### src/rtl/sarc_pkg.sv
package sarc_pkg;

    localparam int WORD_W  = 32;
    localparam int RES_W   = 12;
    localparam int CH_W    = 4;
    localparam int AVG_W   = 3;
    localparam int MAX_CH  = 9;
    localparam int SRST_W  = 2;

    localparam logic [7:0] OFF_CTL1   = 8'h00;
    localparam logic [7:0] OFF_CTL2   = 8'h04;
    localparam logic [7:0] OFF_STAT   = 8'h08;
    localparam logic [7:0] OFF_DATA   = 8'h0C;
    localparam logic [7:0] OFF_INTEN  = 8'h10;
    localparam logic [7:0] OFF_INTST  = 8'h14;
    localparam logic [7:0] OFF_VER    = 8'h20;

    localparam logic [SRST_W-1:0] SRST_ACTIVE = 2'd2;
    localparam logic [SRST_W-1:0] SRST_IDLE   = 2'd1;
    localparam int EOC_BIT = 2;

    typedef struct packed {
        logic [SRST_W-1:0] srst;
        logic              start;
    } ctl1_t;

    typedef struct packed {
        logic             fmt;
        logic             timing;
        logic             rate;
        logic [AVG_W-1:0] avg;
        logic [CH_W-1:0]  chan;
    } ctl2_t;

    localparam ctl2_t CTL2_RESET = '{fmt: 1'b1, timing: 1'b1, rate: 1'b1,
                                     avg: 3'd2, chan: 4'd0};

    function automatic logic chan_ok(input logic [CH_W-1:0] c);
        return c <= CH_W'(MAX_CH);
    endfunction

    function automatic logic [WORD_W-1:0] ctl1_word(input ctl1_t c);
        return {{(WORD_W-3){1'b0}}, c.srst, c.start};
    endfunction

    function automatic logic [WORD_W-1:0] ctl2_word(input ctl2_t c);
        return {{(WORD_W-11){1'b0}}, c.fmt, c.timing, c.rate, 1'b0, c.avg, c.chan};
    endfunction

    function automatic ctl2_t ctl2_from(input logic [10:0] w);
        ctl2_t c;
        c.fmt    = w[10];
        c.timing = w[9];
        c.rate   = w[8];
        c.avg    = w[6:4];
        c.chan   = w[3:0];
        return c;
    endfunction

endpackage

### src/rtl/sarc_ctl_regs.sv
module sarc_ctl_regs
    import sarc_pkg::*;
(
    input  logic        clk,
    input  logic        rst,
    input  logic        wr_ctl1,
    input  logic        wr_ctl2,
    input  logic [10:0] wdata,
    input  logic        eng_ack,
    output ctl1_t       ctl1,
    output ctl2_t       ctl2,
    output logic        eng_req,
    output logic        hold
);

    logic chan_legal;

    assign chan_legal = chan_ok(ctl2.chan);
    assign hold       = (ctl1.srst == SRST_ACTIVE);
    assign eng_req    = ctl1.start & chan_legal & ~hold;

    always_ff @(posedge clk) begin
        if (rst) begin
            ctl1 <= '{srst: SRST_IDLE, start: 1'b0};
            ctl2 <= CTL2_RESET;
        end else begin
            if (wr_ctl2) begin
                ctl2 <= ctl2_from(wdata);
            end
            if (wr_ctl1) begin
                ctl1.srst  <= wdata[2:1];
                ctl1.start <= wdata[0] & chan_legal & (wdata[2:1] != SRST_ACTIVE);
            end else if (hold || !chan_legal || (eng_req && eng_ack)) begin
                ctl1.start <= 1'b0;
            end
        end
    end

    // an accepted request drops unless software rewrote control 1
    assert_start_selfclear_R4: assert property (@(posedge clk) disable iff (rst)
        (eng_req && eng_ack && !wr_ctl1) |=> !eng_req);

    // a start written on a reserved channel never produces a request
    assert_reserved_drop_R5: assert property (@(posedge clk) disable iff (rst)
        (wr_ctl1 && !wr_ctl2 && !chan_ok(ctl2.chan)) |=> !eng_req);

    // writing the active soft-reset code holds the engine next cycle
    assert_srst_hold_R6: assert property (@(posedge clk) disable iff (rst)
        (wr_ctl1 && wdata[2:1] == SRST_ACTIVE) |=> (hold && !eng_req));

endmodule

### src/rtl/sarc_result.sv
module sarc_result
    import sarc_pkg::*;
(
    input  logic             clk,
    input  logic             rst,
    input  logic             hold,
    input  logic             accept,
    input  logic             eng_done,
    input  logic [RES_W-1:0] eng_data,
    output logic             eoc,
    output logic [RES_W-1:0] result,
    output logic             eoc_rise
);

    assign eoc_rise = eng_done & ~hold & ~eoc;

    always_ff @(posedge clk) begin
        if (rst) begin
            eoc    <= 1'b0;
            result <= '0;
        end else if (hold) begin
            eoc <= 1'b0;
        end else if (eng_done) begin
            eoc    <= 1'b1;
            result <= eng_data;
        end else if (accept) begin
            eoc <= 1'b0;
        end
    end

    // the flag only rises after a done strobe
    assert_eoc_from_done_R7: assert property (@(posedge clk) disable iff (rst)
        $rose(eoc) |-> $past(eng_done));

    // an accepted start with no done clears the flag
    assert_eoc_clear_R7: assert property (@(posedge clk) disable iff (rst)
        (accept && !eng_done) |=> !eoc);

    // soft reset clears the flag
    assert_hold_clears_R6: assert property (@(posedge clk) disable iff (rst)
        hold |=> !eoc);

endmodule

### src/rtl/sarc_irq.sv
module sarc_irq (
    input  logic clk,
    input  logic rst,
    input  logic wr_en,
    input  logic wr_st,
    input  logic wbit,
    input  logic set,
    output logic en,
    output logic st,
    output logic irq
);

    assign irq = en & st;

    always_ff @(posedge clk) begin
        if (rst) begin
            en <= 1'b0;
            st <= 1'b0;
        end else begin
            if (wr_en) begin
                en <= wbit;
            end
            if (set) begin
                st <= 1'b1;
            end else if (wr_st && wbit) begin
                st <= 1'b0;
            end
        end
    end

    // write-one clears when no new event arrives
    assert_w1c_R9: assert property (@(posedge clk) disable iff (rst)
        (wr_st && wbit && !set) |=> !st);

    // status is sticky without a clearing write
    assert_sticky_R9: assert property (@(posedge clk) disable iff (rst)
        (st && !(wr_st && wbit)) |=> st);

    // an event sets status regardless of a simultaneous clear
    assert_set_wins_R9: assert property (@(posedge clk) disable iff (rst)
        set |=> st);

endmodule

### src/rtl/sarc_csr.sv
module sarc_csr
    import sarc_pkg::*;
#(
    parameter int          ADDR_W  = 8,
    parameter logic [31:0] VERSION = 32'h8000_0008
) (
    input  logic              clk,
    input  logic              rst,
    input  logic              psel,
    input  logic              penable,
    input  logic              pwrite,
    input  logic [ADDR_W-1:0] paddr,
    input  logic [31:0]       pwdata,
    output logic [31:0]       prdata,
    output logic              eng_req,
    input  logic              eng_ack,
    input  logic              eng_done,
    input  logic [11:0]       eng_data,
    output logic [3:0]        eng_chan,
    output logic [2:0]        eng_avg,
    output logic              eng_fmt,
    output logic              eng_timing,
    output logic              eng_rate,
    output logic              eng_hold,
    output logic              irq
);

    logic             wr;
    logic             wr_ctl1, wr_ctl2, wr_inten, wr_intst;
    ctl1_t            ctl1;
    ctl2_t            ctl2;
    logic             eoc, eoc_rise;
    logic [RES_W-1:0] result;
    logic             int_en, int_st;
    logic             unused_bits;

    assign unused_bits = ^{pwdata[31:11], pwdata[7]};

    assign wr       = psel & penable & pwrite;
    assign wr_ctl1  = wr && (paddr == ADDR_W'(OFF_CTL1));
    assign wr_ctl2  = wr && (paddr == ADDR_W'(OFF_CTL2));
    assign wr_inten = wr && (paddr == ADDR_W'(OFF_INTEN));
    assign wr_intst = wr && (paddr == ADDR_W'(OFF_INTST));

    sarc_ctl_regs u_ctl (
        .clk     (clk),
        .rst     (rst),
        .wr_ctl1 (wr_ctl1),
        .wr_ctl2 (wr_ctl2),
        .wdata   (pwdata[10:0]),
        .eng_ack (eng_ack),
        .ctl1    (ctl1),
        .ctl2    (ctl2),
        .eng_req (eng_req),
        .hold    (eng_hold)
    );

    sarc_result u_res (
        .clk      (clk),
        .rst      (rst),
        .hold     (eng_hold),
        .accept   (eng_req & eng_ack),
        .eng_done (eng_done),
        .eng_data (eng_data),
        .eoc      (eoc),
        .result   (result),
        .eoc_rise (eoc_rise)
    );

    sarc_irq u_irq (
        .clk   (clk),
        .rst   (rst),
        .wr_en (wr_inten),
        .wr_st (wr_intst),
        .wbit  (pwdata[0]),
        .set   (eoc_rise),
        .en    (int_en),
        .st    (int_st),
        .irq   (irq)
    );

    assign eng_chan   = ctl2.chan;
    assign eng_avg    = ctl2.avg;
    assign eng_fmt    = ctl2.fmt;
    assign eng_timing = ctl2.timing;
    assign eng_rate   = ctl2.rate;

    always_comb begin
        prdata = '0;
        if (paddr == ADDR_W'(OFF_CTL1))       prdata = ctl1_word(ctl1);
        else if (paddr == ADDR_W'(OFF_CTL2))  prdata = ctl2_word(ctl2);
        else if (paddr == ADDR_W'(OFF_STAT))  prdata[EOC_BIT] = eoc;
        else if (paddr == ADDR_W'(OFF_DATA))  prdata[RES_W-1:0] = result;
        else if (paddr == ADDR_W'(OFF_INTEN)) prdata[0] = int_en;
        else if (paddr == ADDR_W'(OFF_INTST)) prdata[0] = int_st;
        else if (paddr == ADDR_W'(OFF_VER))   prdata = VERSION;
    end

    // interrupt status is set whenever the end-of-conversion flag rises
    assert_int_on_eoc_R9: assert property (@(posedge clk) disable iff (rst)
        $rose(eoc) |-> int_st);

    // no interrupt while the enable bit is clear
    assert_irq_masked_R10: assert property (@(posedge clk) disable iff (rst)
        (wr_inten && !pwdata[0]) |=> !irq);

endmodule

### config.mk
export PLATFORM = sky130hd
export DESIGN_NAME = sarc_csr
export DESIGN_NICKNAME = d
export VERILOG_FILES = /design/src/rtl/sarc_pkg.sv /design/src/rtl/sarc_ctl_regs.sv /design/src/rtl/sarc_result.sv /design/src/rtl/sarc_irq.sv /design/src/rtl/sarc_csr.sv
export SDC_FILE = /design/constraint.sdc
export NUM_CORES = 1
export LEC_CHECK = 0
export ABC_AREA = 1
export CORE_MARGIN = 8
export CORE_UTILIZATION = 35
export DETAILED_ROUTE_END_ITERATION = 8
export PLACE_DENSITY = 0.75
export SLEW_MARGIN = 10
export SYNTH_ARGS = -nofsm -noshare
export SYNTH_HDL_FRONTEND = slang
export SYNTH_SLANG_ARGS = --single-unit
### constraint.sdc
create_clock -name clk -period 1.44 [get_ports clk]
set_input_delay 0.144 -clock clk [delete_from_list [all_inputs] [get_ports clk]]
set_output_delay 0.144 -clock clk [all_outputs]
set_load 0.05 [all_outputs]
==> impl_metrics.toml, run 1 <==
[outcome]
status = "finished clean"

[sta]
period_minus_slack_ns = 1.35
setup_tns_ns = 0
rsz0062_at_grt = "no"
fin_crit_sh_pct = 93.7
maxSlewViolCount = 0
clock.fmax_mhz = 741
fin_ws_ns = 0.0905
final_hold_viol_count = 0
finalSetupViolations = 0
fin_worst_skew_ns = 0.00540

[drt]
drt_iter0_markers = 125
vias_per_cell = 4.54
postRouteAntennaNets = 0
drcViolationCount = 0
routed_wl_um = 4620
drt-pass1-iter-count = 4
vias = 1769
wl_per_cell_um = 11.9

[cts]
clk_pin_slew_worst_paths_ns = 0.09
clock_latency_ns = 0.27
cts_hold_buffers = 0
clock-root-buffer = "clkbuf_8"
htree_num_levels = 1
numCtsBuffers = 3
cts_tree = "done"
clock-sinks = 28
cts_buffer_depth = 2

[logic_synthesis]
synth_compound_area_share_pct = 6.43
synthSimpleGateAreaFrac_pct = 40.6
syn-cell-area_sq_um = 1600
ys_ff_latch = 28
synth_xor_area_share_pct = 0
synth_seq_area_share_pct = 35.1
synth-adder-area-share_pct = 0
ys_warn_count = 0
synth_top_family_by_area = "simple AND/OR/NAND/NOR gates"
netlist_instances = 251
ys_types = 23
syn_area_per_cell_sq_um = 6.36
synthMuxAreaShare_pct = 0

[final_layout]
postLayoutCoreUtil_pct = 60.8
final_cell_mix = "nand2_1 (56), nor2_1 (44), buf_4 (32), clkdlybuf4s50_1 (28), dfxtp_1 (27)"
fin_nets = 398
drive_above_1_share_pct = 27.8
fillers = 422
syn_to_final_growth_pct = 67.1
num_antenna_cells = 0
final_common_cell = "nand2_1"

[critical_path]
r2r_start = "u_ctl.ctl1[1]$_SDFFE_PP1P_"
critPathLaunch = "paddr[6]"
critPathMostFrequentCell = "nand2_2"
cpMaxStageDelayCell = "clkdlybuf4s15_1"
path_cells = "clkdlybuf4s15_1, inv_1, nand2_2, nor2_4, nand2_4, clkinv_2, buf_6, nand2_1, nand2_2, buf_12"
required_ns = 1.30
end_kind = "output port"
worstPathArrival_ns = 1.21
slowest_delay_ns = 0.18
crit_path_max_fanout = 8
cp-start-kind = "input port"
crit_type = "input port to output port"

[flow_run]
maxCapViolations = 0

[global_route]
grt_max_degree = 16
track_usage_pct = 12.7
grt_remaining_overflow = 0
grt_pass1_vias = 1685
grt_pass1_wl_um = 7590
grt_antenna_before_repair = 0

[hold_path]
holdCritPathClass = "input port to flip-flop"
hold_path_startpoint = "paddr[2]"

[die]
core-area_sq_um = 4380
die_h_um = 83.5
die_w_um = 83.5
start_util_pct = 36.4
top_level_ports = 104
die_area_sq_um = 6970
rows = 24

[placement]
post-place-ws_ns = -0.262
hpwl_um = 3870
gp_congestion = 0.888
portBuffers = 62

[power]
p_per_area_nw_per_um2 = 621
peakVddDrop_uv = 400
cellLeakagePower_nw = 1.31
-- sequential cells by signal (all words and copies together), names as in the netlist --
register,flops
u_ctl.ctl1,3
u_ctl.ctl2,10
u_irq.en,1
u_irq.st,1
u_res.eoc,1
u_res.result,12
-- synth_stat cells --
cell	n	area share, %
nand2_1	64	15
nor2_1	51	12
dfxtp_1	28	35
nand3_1	24	7.5
inv_1	23	5.4
buf_4	19	8.9
o21ai_0	13	4.1
a21oi_1	6	1.9
inv_2	3	0.71
buf_2	2	0.63
clkbuf_1	2	0.47
clkinv_1	2	0.47
nand2_2	2	0.78
nand4_1	2	0.78
nor2_4	2	1.4
buf_8	1	0.94
conb_1	1	0.24
nand2_4	1	0.71
nor2_2	1	0.39
nor2_8	1	1.3
nor3_1	1	0.31
o211ai_1	1	0.47
or2_2	1	0.39
-- worst max-delay path: cells and delay by family --
family                 cells  cell delay (ns)
buffers and inverters      5             0.56
AND/OR/NAND/NOR            5             0.50
-- routing by layer --
| metal | global-route usage, % | routed length, um | vias up |
|---|---|---|---|
| li1 | - | - | 913 |
| met1 | 13.9 | 1910 | 801 |
| met2 | 23.1 | 2380 | 53 |
| met3 | 3.61 | 291 | 2 |
| met4 | 3.77 | 40 | 0 |
| met5 | 0 | 0 | - |
-- logic make-up (layout without fill, tap and decap cells) --
| logic type | after synthesis | in the layout |
|---|---|---|
| DFF | 28 | 28 |
| other | 1 | 19 |
| AOI/OAI and AO/OA | 20 | 20 |
| buffers and inverters | 52 | 121 |
| and+or+nand+nor | 150 | 150 |
-- path summary, 6_finish.rpt --
| kind | depth (start not counted) | slack, ns | to |
|---|---|---|---|
| max | 10 | 0.09 | prdata[6] |
| min | 6 | 0.39 | u_irq.en$_SDFFE_PP0P_ |
| max reg2reg | 6 | 0.25 | u_res.result[2]$_SDFFE_PP0P_ |
| min reg2reg | 2 | 0.48 | u_res.result[7]$_SDFFE_PP0P_ |
-- stage by stage --
step	hold WS (ns)	cells	area, sq um	power (mW)
floorplan	0.213	269	1680	1.07
global placement	0.444	380	2510	1.18
detailed placement	0.456	380	2510	1.19
CTS	0.435	388	2660	1.67
global route	0.417	390	2670	1.73
finish	0.388	390	2670	1.65
-- timing repair --
action	in CTS	in global routing
setup endpoints to repair	13	12
gates cloned	0	0
pin swaps	9	12
resized for setup	30	16
buffers inserted	4	2
endpoints found under the hold margin	0	0
-- layout make-up --
type,count,area (sq um),area share [%]
flip-flops and latches,28,564,21.2
well taps,52,65.1,2.44
multi-input cells,189,890,33.4
inverters,28,111,4.18
repair buffers,89,980,36.8
clock buffers,4,55.1,2.07
-- power breakdown --
group	internal [mW]	switching [mW]
clock network	0.244	0.232
registers	0.800	0.0144
logic	0.141	0.223
total	1.19	0.469
(Power assumes the default switching activity.)
==> inputs of run 2 (changes only) <==
--- a/config.mk
+++ b/config.mk
@@ -6,10 +6,14 @@
 export NUM_CORES = 1
 export LEC_CHECK = 0
 export ABC_AREA = 1
+export CELL_PAD_IN_SITES_DETAIL_PLACEMENT = 2
+export CELL_PAD_IN_SITES_GLOBAL_PLACEMENT = 2
 export CORE_MARGIN = 8
-export CORE_UTILIZATION = 35
+export CORE_UTILIZATION = 17
 export DETAILED_ROUTE_END_ITERATION = 8
-export PLACE_DENSITY = 0.75
+export MAX_ROUTING_LAYER = met4
+export PLACE_DENSITY = 0.77
+export SKIP_LAST_GASP = 1
 export SLEW_MARGIN = 10
 export SYNTH_ARGS = -nofsm -noshare
 export SYNTH_HDL_FRONTEND = slang
==> impl_metrics.toml, run 2 (synthesis results as in run 1) <==
[outcome]
status = "finished clean"

[final_layout]
fin_nets = 396
stdcell_area_sq_um = 2780
top_regs = "u_res.result x12, u_ctl.ctl2 x10, u_ctl.ctl1 x3"
final_cell_mix = "nand2_1 (54), nor2_1 (43), clkdlybuf4s50_1 (28), buf_4 (27), dfxtp_1 (26)"
drive_above_1_share_pct = 30.1
largest_register_ffs = 12
num_antenna_cells = 0
seqCellArea_sq_um = 566
syn_to_final_growth_pct = 74.3
fillers = 1087
max_flop_register = "u_res.result"
final_cells = 447
postLayoutCoreUtil_pct = 30.4
final_common_cell = "nand2_1"
multi_input_area_sq_um = 912

[cts]
clock_latency_ns = 0.28
clock-root-buffer = "clkbuf_8"
numCtsBuffers = 3
cts_hold_buffers = 0
cts_buffer_depth = 2
clk_pin_slew_worst_paths_ns = 0.11
htree_num_levels = 1
clock-sinks = 28
cts_tree = "done"

[placement]
gp_congestion = 0.781
hpwl_um = 5230
placed_area_sq_um = 2590
portBuffers = 62
dpl.cell_count = 436

[sta]
fin_hold_ws_ns = 0.331
period_minus_slack_ns = 1.36
final_hold_viol_count = 0
maxSlewViolCount = 0
setup_tns_ns = 0
finalSetupViolations = 0
fin_worst_skew_ns = 0.00666
fin_crit_sh_pct = 94.5
clock.fmax_mhz = 735
rsz0062_at_grt = "no"

[hold_path]
holdCritPathClass = "input port to flip-flop"
hold_path_startpoint = "paddr[3]"
min_to = "u_irq.en$_SDFFE_PP0P_"
min_path_cells = 6

[critical_path]
crit_buf_inv = 3
end_kind = "output port"
crit_path_max_fanout = 4
rr_worst_depth = 5
crit_family = "simple AND/OR/NAND/NOR gates"
slowest_delay_ns = 0.19
r2r_start = "u_ctl.ctl1[2]$_SDFFE_PP0P_"
required_ns = 1.30
cpMaxStageDelayCell = "clkdlybuf4s15_1"
path_cells = "clkdlybuf4s15_1, nor2_1, nand3_2, nor2_2, buf_4, nand2_2, nand4_1, buf_12"
crit_type = "input port to output port"
timing.rr.end = "u_res.result[5]$_SDFFE_PP0P_"
r2r_setup_slack_ns = 0.17
worstPathArrival_ns = 1.22
cp-start-kind = "input port"

[global_route]
track_usage_pct = 10.1
grt_remaining_overflow = 0
grt_pass1_vias = 2159
grt_antenna_before_repair = 0
grt_pass1_wl_um = 10200
grt_max_degree = 17

[drt]
drt-pass1-iter-count = 3
drt_iter0_markers = 32
vias_per_cell = 4.11
routed_wl_um = 6280
drcViolationCount = 0
vias = 1835
postRouteAntennaNets = 0
wl_per_cell_um = 14.0

[power]
p_switching_mw = 0.520
seqPwrFrac_pct = 44.5
p_int_mw = 1.31
peakVddDrop_uv = 311
p_comb_share_pct = 20.5
cellLeakagePower_nw = 1.31
clockPowerShare_pct = 35.0
p_sw_share_pct = 28.4
p_per_area_nw_per_um2 = 658

[die]
die_w_um = 113
die_h_um = 113
die_area_sq_um = 12700
core-area_sq_um = 9150
top_level_ports = 104
start_util_pct = 17.4
rows = 35

[flow_run]
maxCapViolations = 0
-- run 2: area by class of cell --
type	count	share of cell area, %
repair buffers	87	35.1
multi-input cells	189	32.8
flip-flops and latches	28	20.3
well taps	111	5.00
inverters	28	4.14
clock buffers	3	1.49
clock inverters	1	1.08
-- run 2: how the worst max path moves through the flow --
stage,startpoint,to,slack (ns),cells after the start
6_report,paddr[0],prdata[2],0.08,8
5_1_grt,paddr[1],prdata[2],0.0005,8
4_1_cts,paddr[1],prdata[9],-0.006,10
3_5_place_dp,paddr[4],prdata[9],-0.33,10
3_3_place_gp,paddr[5],prdata[2],-0.28,9
2_1_floorplan,paddr[0],prdata[11],-0.01,5
-- run 2: worst register-to-register path, stage by stage, from the launching register on --
cell	delay, ns
dfxtp_1	0.38
nand2_1	0.13
nand2_1	0.14
clkinv_1	0.25
nor2_1	0.20
nor2_1	0.07
-- run 2: power groups by stage --
stage | clock network (mW) | logic [mW] | registers [mW]
CTS | 0.676 | 0.369 | 0.814
floorplan | 0 | 0.245 | 0.828
global route | 0.700 | 0.405 | 0.818
finish | 0.641 | 0.375 | 0.814
global placement | 0 | 0.354 | 0.830
detailed placement | 0 | 0.362 | 0.832
-- run 2: per-stage QoR --
stage	power, mW	worst slack (ns)
CTS	1.86	-0.00596
global route	1.92	0.000509
floorplan	1.07	-0.0136
detailed placement	1.19	-0.330
global placement	1.18	-0.281
finish	1.83	0.0786
-- run 2: layer usage --
| metal | up-vias | track usage (%) | part of all wire, % |
|---|---|---|---|
| met5 | - | - | 0 |
| li1 | 903 | - | - |
| met4 | 0 | 2.22 | 1.0 |
| met1 | 874 | 10.6 | 42 |
| met2 | 52 | 18.5 | 51 |
| met3 | 6 | 2.88 | 5.7 |
-- run 2: timing repair --
item / in CTS / in global routing
pin swaps: 6 / 12
gates resized for setup: 33 / 30
cloned: 1 / 0
endpoints found under the setup margin: 14 / 12
setup buffers: 1 / 5
